### config.mk
export PLATFORM = sky130hd
export DESIGN_NAME = pinbank_top
export DESIGN_NICKNAME = d
export VERILOG_FILES = /design/src/rtl/pinbank_pkg.sv /design/src/rtl/pinbank_ctrl.sv /design/src/rtl/pinbank_dp.sv /design/src/rtl/pinbank_top.sv
export SDC_FILE = /design/constraint.sdc
export NUM_CORES = 1
export LEC_CHECK = 0
export BUFFER_PORTS_ARGS = -buffer_cell sky130_fd_sc_hd__buf_2
export CAP_MARGIN = 15
export CORE_MARGIN = 2
export CORE_UTILIZATION = 55
export CTS_CLUSTER_DIAMETER = 150
export DETAILED_ROUTE_END_ITERATION = 16
export GPL_TIMING_DRIVEN = 0
export PLACE_DENSITY = 0.76
export RECOVER_POWER = 25
export SLEW_MARGIN = 20
export SYNTH_ARGS = -nofsm -noshare
export SYNTH_HDL_FRONTEND = slang
export SYNTH_SLANG_ARGS = --single-unit
### constraint.sdc
create_clock -name clk -period 3.53 [get_ports clk]
set_clock_uncertainty 0.1 [all_clocks]
set_input_delay 0.353 -clock clk [delete_from_list [all_inputs] [get_ports clk]]
set_output_delay 0.353 -clock clk [all_outputs]
set_load 0.005 [all_outputs]
### src/rtl/pinbank_pkg.sv
package pinbank_pkg;

  localparam int NUM_REGS = 8;
  localparam int IDX_W    = 3;

  localparam int REG_DOUT = 0;
  localparam int REG_DIN  = 1;
  localparam int REG_OE   = 2;
  localparam int REG_SEL  = 3;
  localparam int REG_EN   = 4;
  localparam int REG_LVL  = 5;
  localparam int REG_POL  = 6;
  localparam int REG_STAT = 7;

  typedef enum logic [1:0] {
    OP_PLAIN = 2'd0,
    OP_SET   = 2'd1,
    OP_CLR   = 2'd2,
    OP_NONE  = 2'd3
  } wrOp_e;

  typedef struct packed {
    logic [NUM_REGS-1:0] wrSel;
    wrOp_e               op;
    logic                rdHit;
    logic [IDX_W-1:0]    rdIdx;
  } bankStb_t;

endpackage

### src/rtl/pinbank_ctrl.sv
module pinbank_ctrl
  import pinbank_pkg::*;
#(
  parameter int ADDR_W = 8
) (
  input  logic              busValid,
  input  logic              busWrite,
  input  logic [ADDR_W-1:0] busAddr,
  output bankStb_t          stb
);

  localparam int OP_LSB  = 2;
  localparam int IDX_LSB = 4;
  localparam int TOP_LSB = IDX_LSB + IDX_W;

  logic             mapped;
  logic [IDX_W-1:0] idx;
  wrOp_e            op;

  always_comb begin
    idx    = busAddr[IDX_LSB +: IDX_W];
    op     = wrOp_e'(busAddr[OP_LSB +: 2]);
    mapped = (busAddr[1:0] == 2'b00) && (op != OP_NONE) &&
             ((busAddr >> TOP_LSB) == '0);

    stb       = '0;
    stb.op    = op;
    stb.rdIdx = idx;
    stb.rdHit = busValid && !busWrite && mapped;
    if (busValid && busWrite && mapped && (int'(idx) != REG_DIN))
      stb.wrSel = NUM_REGS'(1) << idx;
  end

  always_comb begin
    AST_WRSEL_ONEHOT: assert ($onehot0(stb.wrSel));
  end

endmodule

### src/rtl/pinbank_dp.sv
module pinbank_dp
  import pinbank_pkg::*;
#(
  parameter int NUM_PINS    = 32,
  parameter int SYNC_STAGES = 2
) (
  input  logic                clk,
  input  logic                rstN,
  input  bankStb_t            stb,
  input  logic [NUM_PINS-1:0] busWdata,
  output logic [NUM_PINS-1:0] busRdata,
  input  logic [NUM_PINS-1:0] pinIn,
  output logic [NUM_PINS-1:0] pinOut,
  output logic [NUM_PINS-1:0] pinOe,
  output logic                irqOut
);

  function automatic logic [NUM_PINS-1:0] applyOp(
    input logic [NUM_PINS-1:0] cur,
    input logic [NUM_PINS-1:0] wd,
    input wrOp_e               op
  );
    case (op)
      OP_PLAIN: return wd;
      OP_SET:   return cur | wd;
      OP_CLR:   return cur & ~wd;
      default:  return cur;
    endcase
  endfunction

  // input synchroniser chain
  logic [NUM_PINS-1:0] syncStg [SYNC_STAGES];
  logic [NUM_PINS-1:0] syncOut;
  logic [NUM_PINS-1:0] prevQ;

  always_ff @(posedge clk or negedge rstN) begin
    if (!rstN) begin
      for (int s = 0; s < SYNC_STAGES; s++) syncStg[s] <= '0;
      prevQ <= '0;
    end else begin
      syncStg[0] <= pinIn;
      for (int s = 1; s < SYNC_STAGES; s++) syncStg[s] <= syncStg[s-1];
      prevQ <= syncOut;
    end
  end

  assign syncOut = syncStg[SYNC_STAGES-1];

  // register file
  logic [NUM_PINS-1:0] regView [NUM_REGS];
  logic [NUM_PINS-1:0] statusQ;
  logic [NUM_PINS-1:0] eventVec;

  for (genvar g = 0; g < NUM_REGS; g++) begin : gRegs
    if (g == REG_DIN) begin : gDin
      assign regView[g] = syncOut;
    end else if (g == REG_STAT) begin : gStat
      assign regView[g] = statusQ;
    end else begin : gCfg
      logic [NUM_PINS-1:0] q;
      always_ff @(posedge clk or negedge rstN) begin
        if (!rstN)              q <= '0;
        else if (stb.wrSel[g])  q <= applyOp(q, busWdata, stb.op);
      end
      assign regView[g] = q;
    end
  end

  logic [NUM_PINS-1:0] doutQ, oeQ, selQ, enQ, lvlQ, polQ;
  assign doutQ = regView[REG_DOUT];
  assign oeQ   = regView[REG_OE];
  assign selQ  = regView[REG_SEL];
  assign enQ   = regView[REG_EN];
  assign lvlQ  = regView[REG_LVL];
  assign polQ  = regView[REG_POL];

  // event detection
  logic [NUM_PINS-1:0] riseVec, fallVec, edgeHit, levelHit;
  always_comb begin
    riseVec  = syncOut & ~prevQ;
    fallVec  = ~syncOut & prevQ;
    edgeHit  = ~lvlQ & ((polQ & riseVec) | (~polQ & fallVec));
    levelHit = lvlQ & ~(syncOut ^ polQ);
    eventVec = selQ & (edgeHit | levelHit);
  end

  logic statWr;
  assign statWr = stb.wrSel[REG_STAT];

  always_ff @(posedge clk or negedge rstN) begin
    if (!rstN) statusQ <= '0;
    else       statusQ <= (statWr ? applyOp(statusQ, busWdata, stb.op) : statusQ) | eventVec;
  end

  assign irqOut   = |(statusQ & enQ);
  assign pinOe    = oeQ;
  assign pinOut   = doutQ & oeQ;
  assign busRdata = stb.rdHit ? regView[stb.rdIdx] : '0;

  AST_STATUS_STICKY: assert property (@(posedge clk) disable iff (!rstN)
    (|($past(statusQ) & ~statusQ)) |-> $past(statWr));

  AST_SET_WINS: assert property (@(posedge clk) disable iff (!rstN)
    !(|($past(eventVec) & ~statusQ)));

  AST_SEL_GATE: assert property (@(posedge clk) disable iff (!rstN)
    (|(statusQ & ~$past(statusQ) & ~$past(selQ))) |-> $past(statWr));

endmodule

### src/rtl/pinbank_top.sv
module pinbank_top
  import pinbank_pkg::*;
#(
  parameter int NUM_PINS    = 32,
  parameter int ADDR_W      = 8,
  parameter int SYNC_STAGES = 2
) (
  input  logic                clk,
  input  logic                rstN,
  input  logic                busValid,
  input  logic                busWrite,
  input  logic [ADDR_W-1:0]   busAddr,
  input  logic [NUM_PINS-1:0] busWdata,
  output logic [NUM_PINS-1:0] busRdata,
  input  logic [NUM_PINS-1:0] pinIn,
  output logic [NUM_PINS-1:0] pinOut,
  output logic [NUM_PINS-1:0] pinOe,
  output logic                irqOut
);

  bankStb_t stb;

  pinbank_ctrl #(.ADDR_W(ADDR_W)) u_ctrl (
    .busValid (busValid),
    .busWrite (busWrite),
    .busAddr  (busAddr),
    .stb      (stb)
  );

  pinbank_dp #(.NUM_PINS(NUM_PINS), .SYNC_STAGES(SYNC_STAGES)) u_dp (
    .clk      (clk),
    .rstN     (rstN),
    .stb      (stb),
    .busWdata (busWdata),
    .busRdata (busRdata),
    .pinIn    (pinIn),
    .pinOut   (pinOut),
    .pinOe    (pinOe),
    .irqOut   (irqOut)
  );

  AST_UNMAPPED_ZERO: assert property (@(posedge clk) disable iff (!rstN)
    (busValid && !busWrite && (busAddr[3:2] == 2'b11)) |-> (busRdata == '0));

endmodule

==> Yosys cells after proc, flatten, opt, wreduce, memory -nomap -nowiden <==
Index checks and enable logic that the tools add are counted.
{ "classes": {"n_mux": 13, "reduce_logical": 19, "shifts": 1, "bitwise_logic": 34, "order_cmp": 1, "n_eq_ne": 4} }
{ "op_table": {"columns": ["operator", "n"], "rows": [
  ["32-bit one-hot mux with 3 select lines", 7],
  ["32-bit AND", 16],
  ["32-bit bitwise OR", 10],
  ["32-bit inverter", 6],
  ["32-bit 2-to-1 mux", 4],
  ["32-bit binary-select mux with 3-bit select", 1],
  ["32-bit OR reduction", 1],
  ["32-bit XOR", 1],
  ["2-bit AND reduction", 6],
  ["8-bit logical NOT", 1],
  ["8-bit 2-to-1 mux", 1],
  ["1-bit by 3-bit << shifter with 8-bit output (first input constant)", 1],
  ["1-bit logical AND", 7],
  ["4-bit greater-or-equal comparator (second input constant)", 1],
  ["2-bit logical NOT", 2],
  ["3-bit inverter with 4-bit output", 1],
  ["3-bit by 2-bit != test with 1-bit output (second input constant)", 1],
  ["3-bit nonzero test", 1],
  ["2-bit by 1-bit equality test with 1-bit output (second input constant)", 1],
  ["2-bit equality test (second input constant)", 1],
  ["2-bit != test (second input constant)", 1],
  ["1-bit logical NOT", 1]
]} }
{ "word_totals": {"inputBits": 76, "output_inout_bits": 97, "wordCells": 82, "ff_bits": 320} }

==> Longest topological paths before layout <==
{ "depth": {"word_depth": 8, "depth_mapped": 8, "ltp_nobuf": 6} }

==> Cells and area by module <==
A second synthesis with hierarchy kept.
{ "hier_totals": {"cells_unflattened": 1299, "hier_area_um2": 15179.6} }
{ "by_module_without_submodules": {"columns": ["module", "instances", "seq_area_each_um2", "cells_per_inst", "area_each_um2"], "rows": [
  ["pinbank_dp", 1, 8007.7, 1276, 15001.9],
  ["pinbank_ctrl", 1, 0.0, 23, 177.7]
]} }

==> Worst setup path before layout <==
Ideal clock, no wire load.
{ "synth_path": {"kind": "input-to-output", "start": "input busAddr[2]", "end": "output busRdata[10]", "t_arrival_ns": 1.942, "setup_slack_ns": 1.135, "required_time_ns": 3.077, "path_buffers": 3, "stages": 7, "path_cell_list": "ha_1 -> or4_1 -> buf_6 -> or3_1 -> clkbuf_1 -> clkbuf_1 -> nor2_1"} }
{ "synth_via": {"elab_chain_len": 5} }
{ "synth_lines": {"columns": ["item", "line_no", "rtl"], "rows": [
  ["start, declared", "pinbank_top.sv:12", "input logic [ADDR_W-1:0] busAddr,"],
  ["2-bit != test", "pinbank_ctrl.sv:23", "mapped = (busAddr[1:0] == 2'b00) && (op != OP_NONE) &&"],
  ["1-bit logical AND (2 in series)", "pinbank_ctrl.sv:23", null],
  ["1-bit logical AND", "pinbank_ctrl.sv:29", "stb.rdHit = busValid && !busWrite && mapped;"],
  ["32-bit 2-to-1 mux", "pinbank_dp.sv:98", "assign busRdata = stb.rdHit ? regView[stb.rdIdx] : '0;"],
  ["end, declared", "pinbank_top.sv:14", "output logic [NUM_PINS-1:0] busRdata,"]
]} }
Every way passes these cells.

==> Worst setup path in the final report <==
{ "layout_path": {"start": "input busAddr[4]", "end": "output busRdata[2]"} }
{ "layout_via": {"elab_chain_len": 5} }
{ "layout_lines": {"columns": ["item", "line_no"], "rows": [
  ["3-bit inverter with 4-bit output (implied by the code)", "pinbank_dp.sv:98"],
  ["32-bit binary-select mux with 3-bit select", "pinbank_dp.sv:98"],
  ["32-bit 2-to-1 mux (implied by the code) (2 in series)", "pinbank_dp.sv:98"],
  ["32-bit 2-to-1 mux", "pinbank_dp.sv:98"]
]} }
Every way passes these cells. The select of a mux whose other input is x is not followed.

==> flow_summary.toml <==
[status]
status = "complete, but fails checks"
violations = "capacitance limit, slew limit"

[sta]
finalHoldViolCount = 0
setup_viol = 0
max_slew_margin = -0.3112
period_minus_slack_ns = 3.332
slew_viol_final = 27
fmax_ghz = 0.3001
min_period_over_period = 0.9439
rsz0062_at_grt = "no"
worstMarginPinSlew_ns = 1.967
setup_ws_ns = 0.1981

[power_and_ir_drop]
powerDensity_mw_per_mm2 = 525.6
p_sw_mw = 2.450
power_frac_comb = 0.126
internal-power_mw = 6.851
power_mw = 9.301
p_seq_frac = 0.463
ir_drop_v = 0.0003568
p_sw_frac = 0.2634
total_leakage_power_nw = 7.979
p_clk_frac = 0.411

[flow_run]
max-cap-violations = 1

[floorplan]
die_area_sq_mm = 0.02854
rows = 60
die_w_microns = 168.9
initial_utilization = 0.5583
core_sq_mm = 0.02680
io-pin-count = 173
fp.dieH_microns = 168.9

[cts]
clock_tree.buffer_depth = 3
cts.sinks = 320
clk_latency_ns = 0.52
cts_made_buffers = 35
path_clk_slew_ns = 0.06
root_buffer = "clkbuf_16"
post_cts_buffers = 0
h-tree-depth = 2
cts_tree = "done"

[worst_setup_path]
setup.worst_path.start_class = "input pin"
critPathMostFrequentCell = "buf_2"
max_stage_delay_ns = 0.75
cp-end-kind = "output pin"
cp.required_ns = 3.08
crit_arrival_ns = 2.88
cp_slowest_cell = "clkbuf_1"
crit_path_max_fanout = 10
path_class = "input pin to output pin"
path_cells = "buf_2 -> buf_2 -> buf_2 -> clkbuf_1 -> mux4_2 -> mux2i_1 -> nor2_1 -> buf_2"

[cells_and_area]
layout.nets = 1642
syn2layout_area_growth_pct = 18.27
instances_no_fill = 1925
drive_above_1_share = 0.1920

[yosys]
synth_edf_count = 0
synth_top_cell_by_area = "dfrtp_1"
syn_area_sq_mm = 0.01496
yosysWarnings = 0
synth_top_area_frac = 0.5352
seq_area_frac_synth = 0.5352
synth_nets = 1430
netlist_top_cells_area = "dfrtp_1, a21oi_1, mux4_2"
synth_seq_cells = 320
syn-instance-count = 1349
synthArstFlopShare = 1.000
synth_ff_type = "dfrtp_1"
postSynthAreaPerCell_sq_um = 11.09
synth_cell_type_count = 31

[detailed_routing]
postRouteAntennaNets = 0
route.detailed.drc = 0
wl_per_cell_microns = 25.13
drtIter0Drc = 2092
vias_per_cell = 6.906
first_pass_iters = 6
drt_wl_total_microns = 48380
vias = 13290

[place]
numPlacedInstances = 1832
port_buffers = 139
hpwl_microns = 31070
post-place-ws_ns = 0.2840
gp_congestion = 0.9545

[global_route]
track_usage = 0.3376
grt_pass1_vias = 12770
grt.overflow.total = 0
grt_start_max_net_pins = 101
grt_pass1_wl_microns = 73180
antenna_found_initial = 4

[min_path]
hold_class = "input pin to register"
==> repair_timing <==
item | CTS | global route
hold buffers | 33 | 0
hold endpoints to repair | 69 | 0
resized for setup | 0 | 0
==> flip-flops by register name, summed over array words and instances (netlist names) <==
register and flops:
u_dp.doutQ 32, u_dp.gRegs.gCfg.q 96, u_dp.syncStg 32, u_dp.enQ 32, u_dp.statusQ 32, u_dp.prevQ 32
u_dp.syncOut 32, u_dp.pinOe 32
==> layer usage <==
metal,share of wire,GRT usage
met1,0.37,0.4595
met2,0.46,0.5203
met3,0.12,0.08020
met4,0.047,0.1540
met5,0.00079,0
==> area by class of cell <==
| type | count | area [sq um] |
|---|---|---|
| Sequential cell | 320 | 8008 |
| Clock buffer | 52 | 1062 |
| Antenna cell | 1 | 2.502 |
| Tap cell | 341 | 426.7 |
| Timing Repair Buffer | 175 | 1107 |
| Inverter | 4 | 15.01 |
| Multi-Input combinational cell | 907 | 6397 |
| Fill cell | 2022 | 9104 |
| Clock inverter | 7 | 135.1 |
| Buffer | 118 | 543.0 |
==> power by group through the flow <==
stage | Clock, mW | Sequential (mW) | Combinational (mW)
after floorplan | 0 | 4.22 | 0.759
after global placement | 0 | 4.33 | 1.06
after detailed placement | 0 | 4.34 | 1.11
after CTS | 3.85 | 4.28 | 1.15
after global routing | 4.00 | 4.33 | 1.26
final | 3.83 | 4.31 | 1.17
==> layout by cell type (no fill, tap or decap), drive strengths merged <==
cell type / Yosys / layout
nand2: 1 / 1
bufinv: 0 / 4
nor4: 3 / 3
dlygate4sd3: 0 / 33
nand2b: 33 / 33
nor2: 64 / 64
nand4b: 1 / 1
mux4: 64 / 64
and2: 32 / 32
or3: 2 / 2
buf: 43 / 183
or4b: 1 / 1
diode: 0 / 1
clkinv: 0 / 3
o22ai: 32 / 32
a221o: 32 / 32
nor2b: 32 / 32
nor3: 35 / 35
dfrtp: 320 / 320
a22oi: 16 / 16
clkbuf: 75 / 129
inv: 4 / 4
mux2i: 32 / 32
or4: 2 / 2
ha: 5 / 5
nand4: 4 / 4
nand3: 33 / 33
o31ai: 32 / 32
or2: 1 / 1
or4bb: 2 / 2
a211oi: 32 / 32
a21oi: 416 / 416
==> worst max-delay path: cells and delay by family <==
family                 cells  cell delay (ns)
and+or+nand+nor            1             0.10
buffers and inverters      5             1.83
muxes                      2             0.59
==> logic make-up (layout without fill, tap and decap cells) <==
family,Yosys count,count (layout),synth area share
DFF,320,320,0.5352
muxes,96,96,0.1177
and+or+nand+nor,246,246,0.09156
buffers and inverters,122,356,0.03729
AOI/OAI and AO/OA,560,560,0.2141
adders and majority gates,5,5,0.004181
other,0,1,0
==> stage by stage <==
step	TNS (ns)	instance area [sq um]	utilization	hold slack, ns
2_1_floorplan	0	14960	-	-0.04259
3_3_place_gp	-1269.33	16090	0.6002	0.2314
3_5_place_dp	0	16180	0.6036	0.1362
4_1_cts	0	17710	0.6606	0.1800
5_1_grt	0	17690	0.6602	0.2066
6_report	0	17700	0.6603	0.1979
==> cells in the mapped netlist, types with 32 or more instances <==
cell type and count:
nor2_1 64, nor3_1 32, a21oi_1 416, buf_2 32, and2_1 32, mux2i_1 32, o22ai_1 32, o31ai_1 32
mux4_2 64, a211oi_1 32, nand2b_1 33, clkbuf_1 75, a221o_1 32, nand3_1 33, dfrtp_1 320, nor2b_1 32
==> final timing paths <==
check	slack, ns	endpoint	cells past startpoint	start
max	0.20	busRdata[2]	8	busAddr[4]
min	0.20	u_dp.pinOe[27]	3	busWdata[27]
max reg2reg	2.26	u_dp.statusQ[3]	4	u_dp.gRegs[5].gCfg.q[3]
min reg2reg	0.25	u_dp.syncOut[3]	0	u_dp.syncStg[35]
max in group asynchronous	1.20	u_dp.syncStg[55]	3	rstN
min in group asynchronous	0.83	u_dp.syncOut[20]	2	rstN
Note: power is estimated with default switching activity, not from simulation.
